File: config.mk
export PLATFORM = sky130hd
export DESIGN_NAME = vdp_cpu_regs
export DESIGN_NICKNAME = d
export VERILOG_FILES = /design/src/rtl/vdp_regs_pkg.sv /design/src/rtl/vdp_addr_unit.sv /design/src/rtl/vdp_vblank_unit.sv /design/src/rtl/vdp_data_port.sv /design/src/rtl/vdp_cpu_regs.sv
export SDC_FILE = /design/constraint.sdc
export NUM_CORES = 1
export LEC_CHECK = 0
export ABC_AREA = 0
export BUFFER_PORTS_ARGS = -buffer_cell sky130_fd_sc_hd__buf_2
export CORE_ASPECT_RATIO = 1.4
export CORE_MARGIN = 5
export CORE_UTILIZATION = 55
export CTS_BUF_LIST = sky130_fd_sc_hd__clkbuf_4 sky130_fd_sc_hd__clkbuf_8
export DETAILED_ROUTE_END_ITERATION = 16
export MAX_ROUTING_LAYER = met4
export PLACE_DENSITY = 0.86
export SLEW_MARGIN = 20
export SYNTH_ARGS = -nofsm -noshare
export SYNTH_HDL_FRONTEND = slang
export SYNTH_SLANG_ARGS = --single-unit
File: constraint.sdc
create_clock -name clk -period 5.1 [get_ports clk]
set_input_delay 1.275 -clock clk [delete_from_list [all_inputs] [get_ports clk]]
set_output_delay 1.275 -clock clk [all_outputs]
set_load 0.02 [all_outputs]
File: src/rtl/vdp_regs_pkg.sv
package vdp_regs_pkg;
  localparam int DW    = 8;
  localparam int IDX_W = 3;
  localparam int VA_W  = 15;
  localparam int VM_AW = VA_W - 1;
  localparam int FX_W  = 3;

  typedef enum logic [IDX_W-1:0] {
    RS_CTRL   = 3'd0,
    RS_MASK   = 3'd1,
    RS_STAT   = 3'd2,
    RS_RSV3   = 3'd3,
    RS_RSV4   = 3'd4,
    RS_SCROLL = 3'd5,
    RS_ADDR   = 3'd6,
    RS_DATA   = 3'd7
  } reg_sel_e;

  typedef struct packed {
    logic ctrl;
    logic mask;
    logic scroll;
    logic addr;
    logic data;
  } wr_strobe_t;
endpackage

File: src/rtl/vdp_addr_unit.sv
module vdp_addr_unit
  import vdp_regs_pkg::*;
#(
  parameter int STEP_WIDE = 32
) (
  input  logic             clk,
  input  logic             rst_n,
  input  wr_strobe_t       stb,
  input  logic             step,
  input  logic             step_wide,
  input  logic             toggle_clr,
  input  logic [DW-1:0]    wdata,
  output logic [VA_W-1:0]  scan_addr,
  output logic [VA_W-1:0]  tmp_addr,
  output logic [FX_W-1:0]  fine_x,
  output logic             second
);
  localparam logic [VA_W-1:0] STEP_W = VA_W'(STEP_WIDE);
  localparam logic [VA_W-1:0] STEP_N = VA_W'(1);

  logic [VA_W-1:0] v_q, v_d, t_q, t_d;
  logic [FX_W-1:0] fx_q, fx_d;
  logic            sec_q, sec_d;
  logic            en;

  assign en = stb.ctrl | stb.scroll | stb.addr | step | toggle_clr;

  always_comb begin
    v_d   = v_q;
    t_d   = t_q;
    fx_d  = fx_q;
    sec_d = sec_q;
    if (stb.ctrl) begin
      t_d[11:10] = wdata[1:0];
    end
    if (stb.scroll) begin
      if (!sec_q) begin
        t_d[4:0] = wdata[7:3];
        fx_d     = wdata[2:0];
        sec_d    = 1'b1;
      end else begin
        t_d[14:12] = wdata[2:0];
        t_d[9:5]   = wdata[7:3];
        sec_d      = 1'b0;
      end
    end
    if (stb.addr) begin
      if (!sec_q) begin
        t_d[13:8] = wdata[5:0];
        t_d[14]   = 1'b0;
        sec_d     = 1'b1;
      end else begin
        t_d[7:0] = wdata;
        v_d      = t_d;
        sec_d    = 1'b0;
      end
    end
    if (step) begin
      v_d = v_q + (step_wide ? STEP_W : STEP_N);
    end
    if (toggle_clr) begin
      sec_d = 1'b0;
    end
  end

  always_ff @(posedge clk or negedge rst_n) begin
    if (!rst_n) begin
      v_q   <= '0;
      t_q   <= '0;
      fx_q  <= '0;
      sec_q <= 1'b0;
    end else if (en) begin
      v_q   <= v_d;
      t_q   <= t_d;
      fx_q  <= fx_d;
      sec_q <= sec_d;
    end
  end

  assign scan_addr = v_q;
  assign tmp_addr  = t_q;
  assign fine_x    = fx_q;
  assign second    = sec_q;
endmodule

File: src/rtl/vdp_vblank_unit.sv
module vdp_vblank_unit (
  input  logic clk,
  input  logic rst_n,
  input  logic vbl_start,
  input  logic vbl_end,
  input  logic status_rd,
  input  logic nmi_en,
  output logic vbl_flag,
  output logic nmi
);
  logic vbl_q, vbl_d, en;

  assign en = vbl_start | vbl_end | status_rd;

  always_comb begin
    vbl_d = vbl_q;
    if (vbl_start) begin
      vbl_d = 1'b1;
    end else if (vbl_end || status_rd) begin
      vbl_d = 1'b0;
    end
  end

  always_ff @(posedge clk or negedge rst_n) begin
    if (!rst_n) begin
      vbl_q <= 1'b0;
    end else if (en) begin
      vbl_q <= vbl_d;
    end
  end

  assign vbl_flag = vbl_q;
  assign nmi      = vbl_q & nmi_en;
endmodule

File: src/rtl/vdp_data_port.sv
module vdp_data_port
  import vdp_regs_pkg::*;
(
  input  logic             clk,
  input  logic             rst_n,
  input  logic             wr_req,
  input  logic             rd_req,
  input  logic [VM_AW-1:0] addr,
  input  logic [DW-1:0]    wdata,
  input  logic [DW-1:0]    vm_rdata,
  output logic [VM_AW-1:0] vm_addr,
  output logic             vm_wr,
  output logic             vm_rd,
  output logic [DW-1:0]    vm_wdata,
  output logic [DW-1:0]    rbuf
);
  logic          pend_q, pend_d;
  logic [DW-1:0] buf_q, buf_d;

  assign vm_addr  = addr;
  assign vm_wr    = wr_req;
  assign vm_rd    = rd_req;
  assign vm_wdata = wdata;

  always_comb begin
    pend_d = rd_req;
    buf_d  = pend_q ? vm_rdata : buf_q;
  end

  always_ff @(posedge clk or negedge rst_n) begin
    if (!rst_n) begin
      pend_q <= 1'b0;
      buf_q  <= '0;
    end else begin
      pend_q <= pend_d;
      if (pend_q) begin
        buf_q <= buf_d;
      end
    end
  end

  assign rbuf = buf_q;
endmodule

File: src/rtl/vdp_cpu_regs.sv
module vdp_cpu_regs
  import vdp_regs_pkg::*;
#(
  parameter int STEP_WIDE = 32
) (
  input  logic             clk,
  input  logic             rst_n,
  input  logic [IDX_W-1:0] reg_idx,
  input  logic             wr_en,
  input  logic             rd_en,
  input  logic [DW-1:0]    wdata,
  output logic [DW-1:0]    rdata,
  input  logic             vbl_start,
  input  logic             vbl_end,
  output logic             nmi,
  output logic [DW-1:0]    ctrl_out,
  output logic [DW-1:0]    mask_out,
  output logic [FX_W-1:0]  fine_x,
  output logic [VA_W-1:0]  tmp_addr,
  output logic [VA_W-1:0]  scan_addr,
  output logic [VM_AW-1:0] vm_addr,
  output logic             vm_wr,
  output logic             vm_rd,
  output logic [DW-1:0]    vm_wdata,
  input  logic [DW-1:0]    vm_rdata
);
  wr_strobe_t    stb;
  logic          rd_ok, rd_stat, rd_data;
  logic          vbl_flag, wt_second;
  logic [DW-1:0] ctrl_q, mask_q, rdata_q, rd_val, rbuf;

  // Decode: a write wins over a read in the same cycle.
  assign stb.ctrl   = wr_en && (reg_idx == RS_CTRL);
  assign stb.mask   = wr_en && (reg_idx == RS_MASK);
  assign stb.scroll = wr_en && (reg_idx == RS_SCROLL);
  assign stb.addr   = wr_en && (reg_idx == RS_ADDR);
  assign stb.data   = wr_en && (reg_idx == RS_DATA);
  assign rd_ok      = rd_en && !wr_en;
  assign rd_stat    = rd_ok && (reg_idx == RS_STAT);
  assign rd_data    = rd_ok && (reg_idx == RS_DATA);

  always_comb begin
    case (reg_idx)
      RS_STAT: rd_val = {vbl_flag, {(DW-1){1'b0}}};
      RS_DATA: rd_val = rbuf;
      default: rd_val = '0;
    endcase
  end

  always_ff @(posedge clk or negedge rst_n) begin
    if (!rst_n) begin
      ctrl_q  <= '0;
      mask_q  <= '0;
      rdata_q <= '0;
    end else begin
      if (stb.ctrl) ctrl_q  <= wdata;
      if (stb.mask) mask_q  <= wdata;
      if (rd_ok)    rdata_q <= rd_val;
    end
  end

  assign ctrl_out = ctrl_q;
  assign mask_out = mask_q;
  assign rdata    = rdata_q;

  vdp_addr_unit #(.STEP_WIDE(STEP_WIDE)) u_addr (
    .clk        (clk),
    .rst_n      (rst_n),
    .stb        (stb),
    .step       (stb.data | rd_data),
    .step_wide  (ctrl_q[2]),
    .toggle_clr (rd_stat),
    .wdata      (wdata),
    .scan_addr  (scan_addr),
    .tmp_addr   (tmp_addr),
    .fine_x     (fine_x),
    .second     (wt_second)
  );

  vdp_vblank_unit u_vbl (
    .clk       (clk),
    .rst_n     (rst_n),
    .vbl_start (vbl_start),
    .vbl_end   (vbl_end),
    .status_rd (rd_stat),
    .nmi_en    (ctrl_q[7]),
    .vbl_flag  (vbl_flag),
    .nmi       (nmi)
  );

  vdp_data_port u_data (
    .clk      (clk),
    .rst_n    (rst_n),
    .wr_req   (stb.data),
    .rd_req   (rd_data),
    .addr     (scan_addr[VM_AW-1:0]),
    .wdata    (wdata),
    .vm_rdata (vm_rdata),
    .vm_addr  (vm_addr),
    .vm_wr    (vm_wr),
    .vm_rd    (vm_rd),
    .vm_wdata (vm_wdata),
    .rbuf     (rbuf)
  );
endmodule

==> impl_metrics.env, run 1 <==
export IMPL_portBuffers=106
export IMPL_yosysTopAreaCell="dfrtp_1"
export IMPL_grt_pass1_wl_mm=12.98
export IMPL_ys_types=45
export IMPL_rsz0062_at_grt="no"
export IMPL_multiInputGateArea_mm2=0.001286
export IMPL_grt_pass1_vias=2644
export IMPL_drive_above_1_share=0.4193
export IMPL_grt_max_degree=47
export IMPL_power_total_mw=1.825
export IMPL_tns_ps=0
export IMPL_synth_top_cell_area_share=0.5251
export IMPL_die_y_um=100.8
export IMPL_crit_chain="buf_2 -> nand2b_1 -> nor2_1 -> buf_4 -> buf_2"
export IMPL_worstSetupEndpointType="primary output"
export IMPL_wl_per_cell_um=17.89
export IMPL_worst_pin_slew_ps=881.6
export IMPL_overflow=0
export IMPL_crit_buf_inv=3
export IMPL_antenna_found_initial=0
export IMPL_cts_sinks=68
export IMPL_coreArea_mm2=0.005781
export IMPL_setup_viol=0
export IMPL_die_w_um=74.88
export IMPL_final_cell_area_mm2=0.003864
export IMPL_cts_root_buf="clkbuf_8"
export IMPL_dr_total_vias=2604
export IMPL_vias_per_cell=5.736
export IMPL_yosys_top_cells_area="dfrtp_1 53%, mux2_2 9.4%, buf_4 6.0%"
export IMPL_drt_iter0_markers=222
export IMPL_required_ps=3830
export IMPL_ctsHoldBuffers=0
export IMPL_num_rows=33
export IMPL_grt_use_total=0.2351
export IMPL_nFillCells=448
export IMPL_cts_buffers=9
export IMPL_period_minus_slack_ps=3548
export IMPL_nets=408
export IMPL_synthesis_nets=323
export IMPL_cts_resized=0
export IMPL_yosysSeqAreaShare=0.5251
export IMPL_relSlewSlack=0.4101
export IMPL_hpwl_mm=5.943
export IMPL_dieArea_mm2=0.007549
export IMPL_avgSynthCellArea_um2=10.99
export IMPL_dr_pass1_iters=4
export IMPL_finalHoldViolCount=0
export IMPL_yosysWarningCount=0
export IMPL_post_cts_setup_buffers=0
export IMPL_gp_congestion=0.8914
export IMPL_clk_pin_slew_ps=60
export IMPL_synth_top_flop_cell="dfrtp_1"
export IMPL_cts_buffer_depth=2
export IMPL_cpPeakStageDelay_ps=310
export IMPL_critPathLaunchType="input port"
export IMPL_async_reset_ff_frac=1.000
export IMPL_fin_crit_sh=0.6957
export IMPL_critPathKind="input port to primary output"
export IMPL_yosysMostFrequentCell="dfrtp_1"
export IMPL_ir_worst_vdd_mv=0.3620
export IMPL_p_leak_nw=1.856
export IMPL_maxCapViolations=0
export IMPL_area_growth_syn_to_layout_pct=19.23
export IMPL_critPathSlowestCell="nand2b_1"
export IMPL_cp_arrival_ps=2270
export IMPL_powerDensity_mw_per_mm2=472.4
export IMPL_final_max_slew_viol_count=0
export IMPL_synth_commonest_cells="68 x dfrtp_1, 27 x mux2_2, 26 x buf_4"
export IMPL_path_delay_family="buffers and inverters"
export IMPL_clock_skew_ps=7.061
export IMPL_cp_common_cell="buf_2"
export IMPL_netlist_instances=295
export IMPL_dpl_cell_area_mm2=0.003655
export IMPL_final_antenna_net_count=0
export IMPL_antenna_diode_count=0
export IMPL_register_area_mm2=0.001702
export IMPL_io_pin_count=107
export IMPL_cts_tree="yes"
export IMPL_crit_fanout=11
export IMPL_start_util=0.5606
export IMPL_hp_class="register to register"
export IMPL_ys_seq_elements=68
export IMPL_synth_edf_count=0
export IMPL_fmax_mhz=281.8
export IMPL_netlist_area_mm2=0.003241
export IMPL_cts_max_level=3
export IMPL_clock_latency_ps=330
export IMPL_wirelength_mm=8.124
export IMPL_status="complete, no violations"
export IMPL_drc=0
[final timing paths]
check,from,end,slack (ps),cells after the start
worst min register to register,u_addr.tmp_addr[7]$_DFFE_PN0P_,u_addr.tmp_addr[7]$_DFFE_PN0P_,470,2
worst min-delay path,u_addr.tmp_addr[7]$_DFFE_PN0P_,u_addr.tmp_addr[7]$_DFFE_PN0P_,470,2
min in group asynchronous,rst_n,ctrl_out[2]$_DFFE_PN0P_,920,1
worst max-delay path,wr_en,vm_rd,1550,5
max in group asynchronous,rst_n,u_addr.tmp_addr[3]$_DFFE_PN0P_,3200,2
worst max register to register,u_addr.second$_DFFE_PN0P_,u_addr.scan_addr[14]$_DFFE_PN0P_,2980,5
[routing by layer]
| layer | global-route usage | up-vias | wire [um] |
|---|---|---|---|
| li1 | - | 1202 | - |
| met1 | 0.2827 | 1286 | 3190 |
| met2 | 0.3866 | 103 | 4226 |
| met3 | 0.03593 | 13 | 581 |
| met4 | 0.1000 | 0 | 125 |
| met5 | - | - | 0 |
[power by group]
part           internal, mW  switching, mW
registers             0.660         0.0981
logic                 0.219          0.376
clock network         0.276          0.196
total                  1.16          0.670
[cell families after synthesis]
family / count (synthesis) / share of synthesized area
XOR/XNOR: 1 / 0.002703
flip-flops: 68 / 0.5251
adder cells (fa/ha/maj): 3 / 0.01158
AO/OA/AOI/OAI: 68 / 0.1463
buffers and inverters: 42 / 0.07992
AND/OR/NAND/NOR: 81 / 0.1251
multiplexers: 32 / 0.1093
[worst register-to-register path, stage by stage (launching register included)]
cell and delay (ps):
dfrtp_1 470, nand3_1 210, nor2_2 620, nor2_1 210, a21o_1 220, a221o_1 280
[sequential cells by signal, indices dropped and copies added, names as in the netlist, 3 cells and up]
register          count
u_data.rbuf           8
mask_out              8
ctrl_out              8
u_addr.tmp_addr      15
u_addr.scan_addr     15
u_addr.fine_x         3
rdata                 8
[through the flow]
step	setup slack (ps)	instances	utilization	hold slack (ps)
final	1552	454	0.6684	467.8
after global routing	1462	454	0.6684	504.7
after CTS	1553	454	0.6684	469.3
after detailed placement	1562	439	0.6323	455.9
after global placement	1602	439	0.6323	450.6
after floorplan	1641	295	-	462.2
[placed cells by master (no fill, tap or decap), types with 4 or more instances in the layout]
| cell | synthesis | layout |
|---|---|---|
| a21oi_1 | 19 | 19 |
| a221o_1 | 5 | 5 |
| a22o_1 | 7 | 7 |
| a22oi_1 | 5 | 5 |
| and2_1 | 5 | 5 |
| buf_2 | 3 | 106 |
| clkbuf_8 | 0 | 9 |
| dfrtp_1 | 68 | 68 |
| inv_1 | 7 | 7 |
| mux2_2 | 27 | 27 |
| mux2i_1 | 5 | 5 |
| nand2_1 | 21 | 21 |
| nand2b_1 | 8 | 8 |
| nand3_1 | 7 | 7 |
| nor2_1 | 21 | 21 |
| nor3_1 | 4 | 4 |
| o21ai_0 | 9 | 9 |
[area by class of cell]
type,instances,area share
Tap cell,70,0.02267
Clock inverter,5,0.02008
Multi-Input combinational cell,185,0.3329
Sequential cell,68,0.4404
Timing Repair Buffer,109,0.1431
Clock buffer,10,0.03400
Inverter,7,0.006801
(Power assumes the default switching activity.)
==> run 2, diff against run 1 <==
--- a/config.mk
+++ b/config.mk
@@ -9,11 +9,11 @@
 export BUFFER_PORTS_ARGS = -buffer_cell sky130_fd_sc_hd__buf_2
 export CORE_ASPECT_RATIO = 1.4
 export CORE_MARGIN = 5
-export CORE_UTILIZATION = 55
+export CORE_UTILIZATION = 47
 export CTS_BUF_LIST = sky130_fd_sc_hd__clkbuf_4 sky130_fd_sc_hd__clkbuf_8
 export DETAILED_ROUTE_END_ITERATION = 16
 export MAX_ROUTING_LAYER = met4
-export PLACE_DENSITY = 0.86
+export PLACE_DENSITY = 0.78
 export SLEW_MARGIN = 20
 export SYNTH_ARGS = -nofsm -noshare
 export SYNTH_HDL_FRONTEND = slang
==> constraint.sdc (replaced) <==
create_clock -name clk -period 2.85 [get_ports clk]
set_input_delay 0.7125 -clock clk [delete_from_list [all_inputs] [get_ports clk]]
set_output_delay 0.7125 -clock clk [all_outputs]
set_load 0.02 [all_outputs]
==> run 2 against run 1 <==
Against the previous run: wire length decreased by 1.0%; first-iteration DRC count decreased by 27%; via count increased by 0.61%; power increased by 89%; sequential share of layout area decreased by 1.4 points; global-route usage decreased by 3.7 points; non-clock buffer count increased by 6; critical endpoint unchanged; largest power group unchanged.
==> impl_metrics.env, run 2 (synthesis results as in run 1) <==
export IMPL_cts_tree="yes"
export IMPL_final_max_slew_viol_count=0
export IMPL_wirelength_mm=8.040
export IMPL_antenna_found_initial=0
export IMPL_die_w_um=80.18
export IMPL_maxCapViolations=0
export IMPL_cts_sinks=68
export IMPL_grt_pass1_wl_mm=12.87
export IMPL_cts_buffers=9
export IMPL_crit_chain="buf_2 -> nand2b_1 -> nor2_1 -> buf_2"
export IMPL_portBuffers=106
export IMPL_finalHoldViolCount=0
export IMPL_rr_worst_depth=6
export IMPL_critPathSlowestCell="nand2b_1"
export IMPL_clock_skew_ps=5.963
export IMPL_cts_max_level=3
export IMPL_cpPeakStageDelay_ps=330
export IMPL_area_growth_syn_to_layout_pct=23.09
export IMPL_clk_pin_slew_ps=80
export IMPL_hpwl_mm=5.982
export IMPL_antenna_diode_count=0
export IMPL_nets=414
export IMPL_status="complete, no violations"
export IMPL_fin_crit_sh=0.8301
export IMPL_num_rows=35
export IMPL_fmax_mhz=422.7
export IMPL_worstSetupEndpointType="primary output"
export IMPL_coreArea_mm2=0.006656
export IMPL_cp_common_cell="buf_2"
export IMPL_die_y_um=108.3
export IMPL_clock_latency_ps=350
export IMPL_cts_root_buf="clkbuf_8"
export IMPL_vias_per_cell=5.436
export IMPL_final_common_cell="buf_2"
export IMPL_drc=0
export IMPL_post_cts_setup_buffers=0
export IMPL_grt_pass1_vias=2533
export IMPL_critPathLaunchType="input port"
export IMPL_p_leak_nw=1.912
export IMPL_powerDensity_mw_per_mm2=863.8
export IMPL_relSlewSlack=0.5945
export IMPL_ir_worst_vdd_mv=0.5542
export IMPL_dieArea_mm2=0.008679
export IMPL_final_antenna_net_count=0
export IMPL_dr_pass1_iters=5
export IMPL_drive_above_1_share=0.4282
export IMPL_rsz0062_at_grt="no"
export IMPL_period_minus_slack_ps=2366
export IMPL_ctsHoldBuffers=0
export IMPL_tns_ps=0
export IMPL_start_util=0.4868
export IMPL_layout_common_cells="106 x buf_2, 68 x dfrtp_1, 27 x mux2_2"
export IMPL_cts_resized=0
export IMPL_required_ps=2140
export IMPL_worst_pin_slew_ps=604.6
export IMPL_setup_viol=0
export IMPL_final_cell_area_mm2=0.003989
export IMPL_dpl_cell_area_mm2=0.003727
export IMPL_overflow=0
export IMPL_hp_class="input port to asynchronous set/reset pin"
export IMPL_wl_per_cell_um=16.68
export IMPL_drt_iter0_markers=161
export IMPL_cts_buffer_depth=2
export IMPL_grt_max_degree=33
export IMPL_power_total_mw=3.445
export IMPL_critPathKind="input port to primary output"
export IMPL_cp_arrival_ps=1650
export IMPL_gp_congestion=0.9070
export IMPL_grt_use_total=0.1981
export IMPL_dr_total_vias=2620
export IMPL_crit_fanout=11
export IMPL_io_pin_count=107
==> run 2: cell count changes in the layout (fill, tap and decap cells not counted), sizes merged <==
| cell | before | now |
|---|---|---|
| buf | 109 | 115 |
| clkbuf | 10 | 9 |
| clkinvlp | 1 | 0 |
| bufinv | 2 | 4 |
==> run 2: layout make-up <==
type                       instances  area, um^2
clock buffer                       9       123.9
clock inverter                     6       137.6
fill                             598        2668
inverter                           7       26.28
multi-input combinational        185        1286
sequential                        68        1702
tap                               92       115.1
timing repair buffer             115       598.1
==> run 2: report_power, final <==
part           total (mW)  switching [mW]  internal, mW
clock network        1.03           0.363         0.668
registers            1.35           0.172          1.18
logic                1.06           0.670         0.393
total                3.45            1.20          2.24
==> run 2: worst paths after layout <==
kind	endpoint	from	slack [ps]
min	mask_out[0]$_DFFE_PN0P_	rst_n	180
max reg2reg	u_addr.scan_addr[11]$_DFFE_PN0P_	u_addr.scan_addr[5]$_DFFE_PN0P_	790
min reg2reg	u_addr.tmp_addr[7]$_DFFE_PN0P_	u_addr.tmp_addr[7]$_DFFE_PN0P_	470
max	vm_rd	wr_en	480
min in group clk	u_addr.tmp_addr[7]$_DFFE_PN0P_	u_addr.tmp_addr[7]$_DFFE_PN0P_	470
max in group asynchronous	u_addr.scan_addr[7]$_DFFE_PN0P_	rst_n	2020
==> run 2: critical path, delay by kind of cell <==
family                 cells  cell delay (ps)
buffers and inverters      2              340
AND/OR/NAND/NOR            2              590
==> run 2: layer usage <==
metal / vias up / global-route usage / part of all wire
met5: - / - / 0
met4: 0 / 0.07488 / 0.017
met3: 15 / 0.03833 / 0.069
met2: 126 / 0.3140 / 0.50
met1: 1254 / 0.2512 / 0.41
li1: 1225 / - / -
==> run 2: per-stage QoR <==
stage	setup WS (ps)	instances	utilization	hold slack [ps]
2_1_floorplan	516.0	295	-	416.9
3_3_place_gp	573.8	467	0.5600	451.1
3_5_place_dp	491.8	467	0.5600	460.7
4_1_cts	485.8	482	0.5992	182.0
5_1_grt	440.2	482	0.5992	178.8
6_report	484.3	482	0.5992	183.0
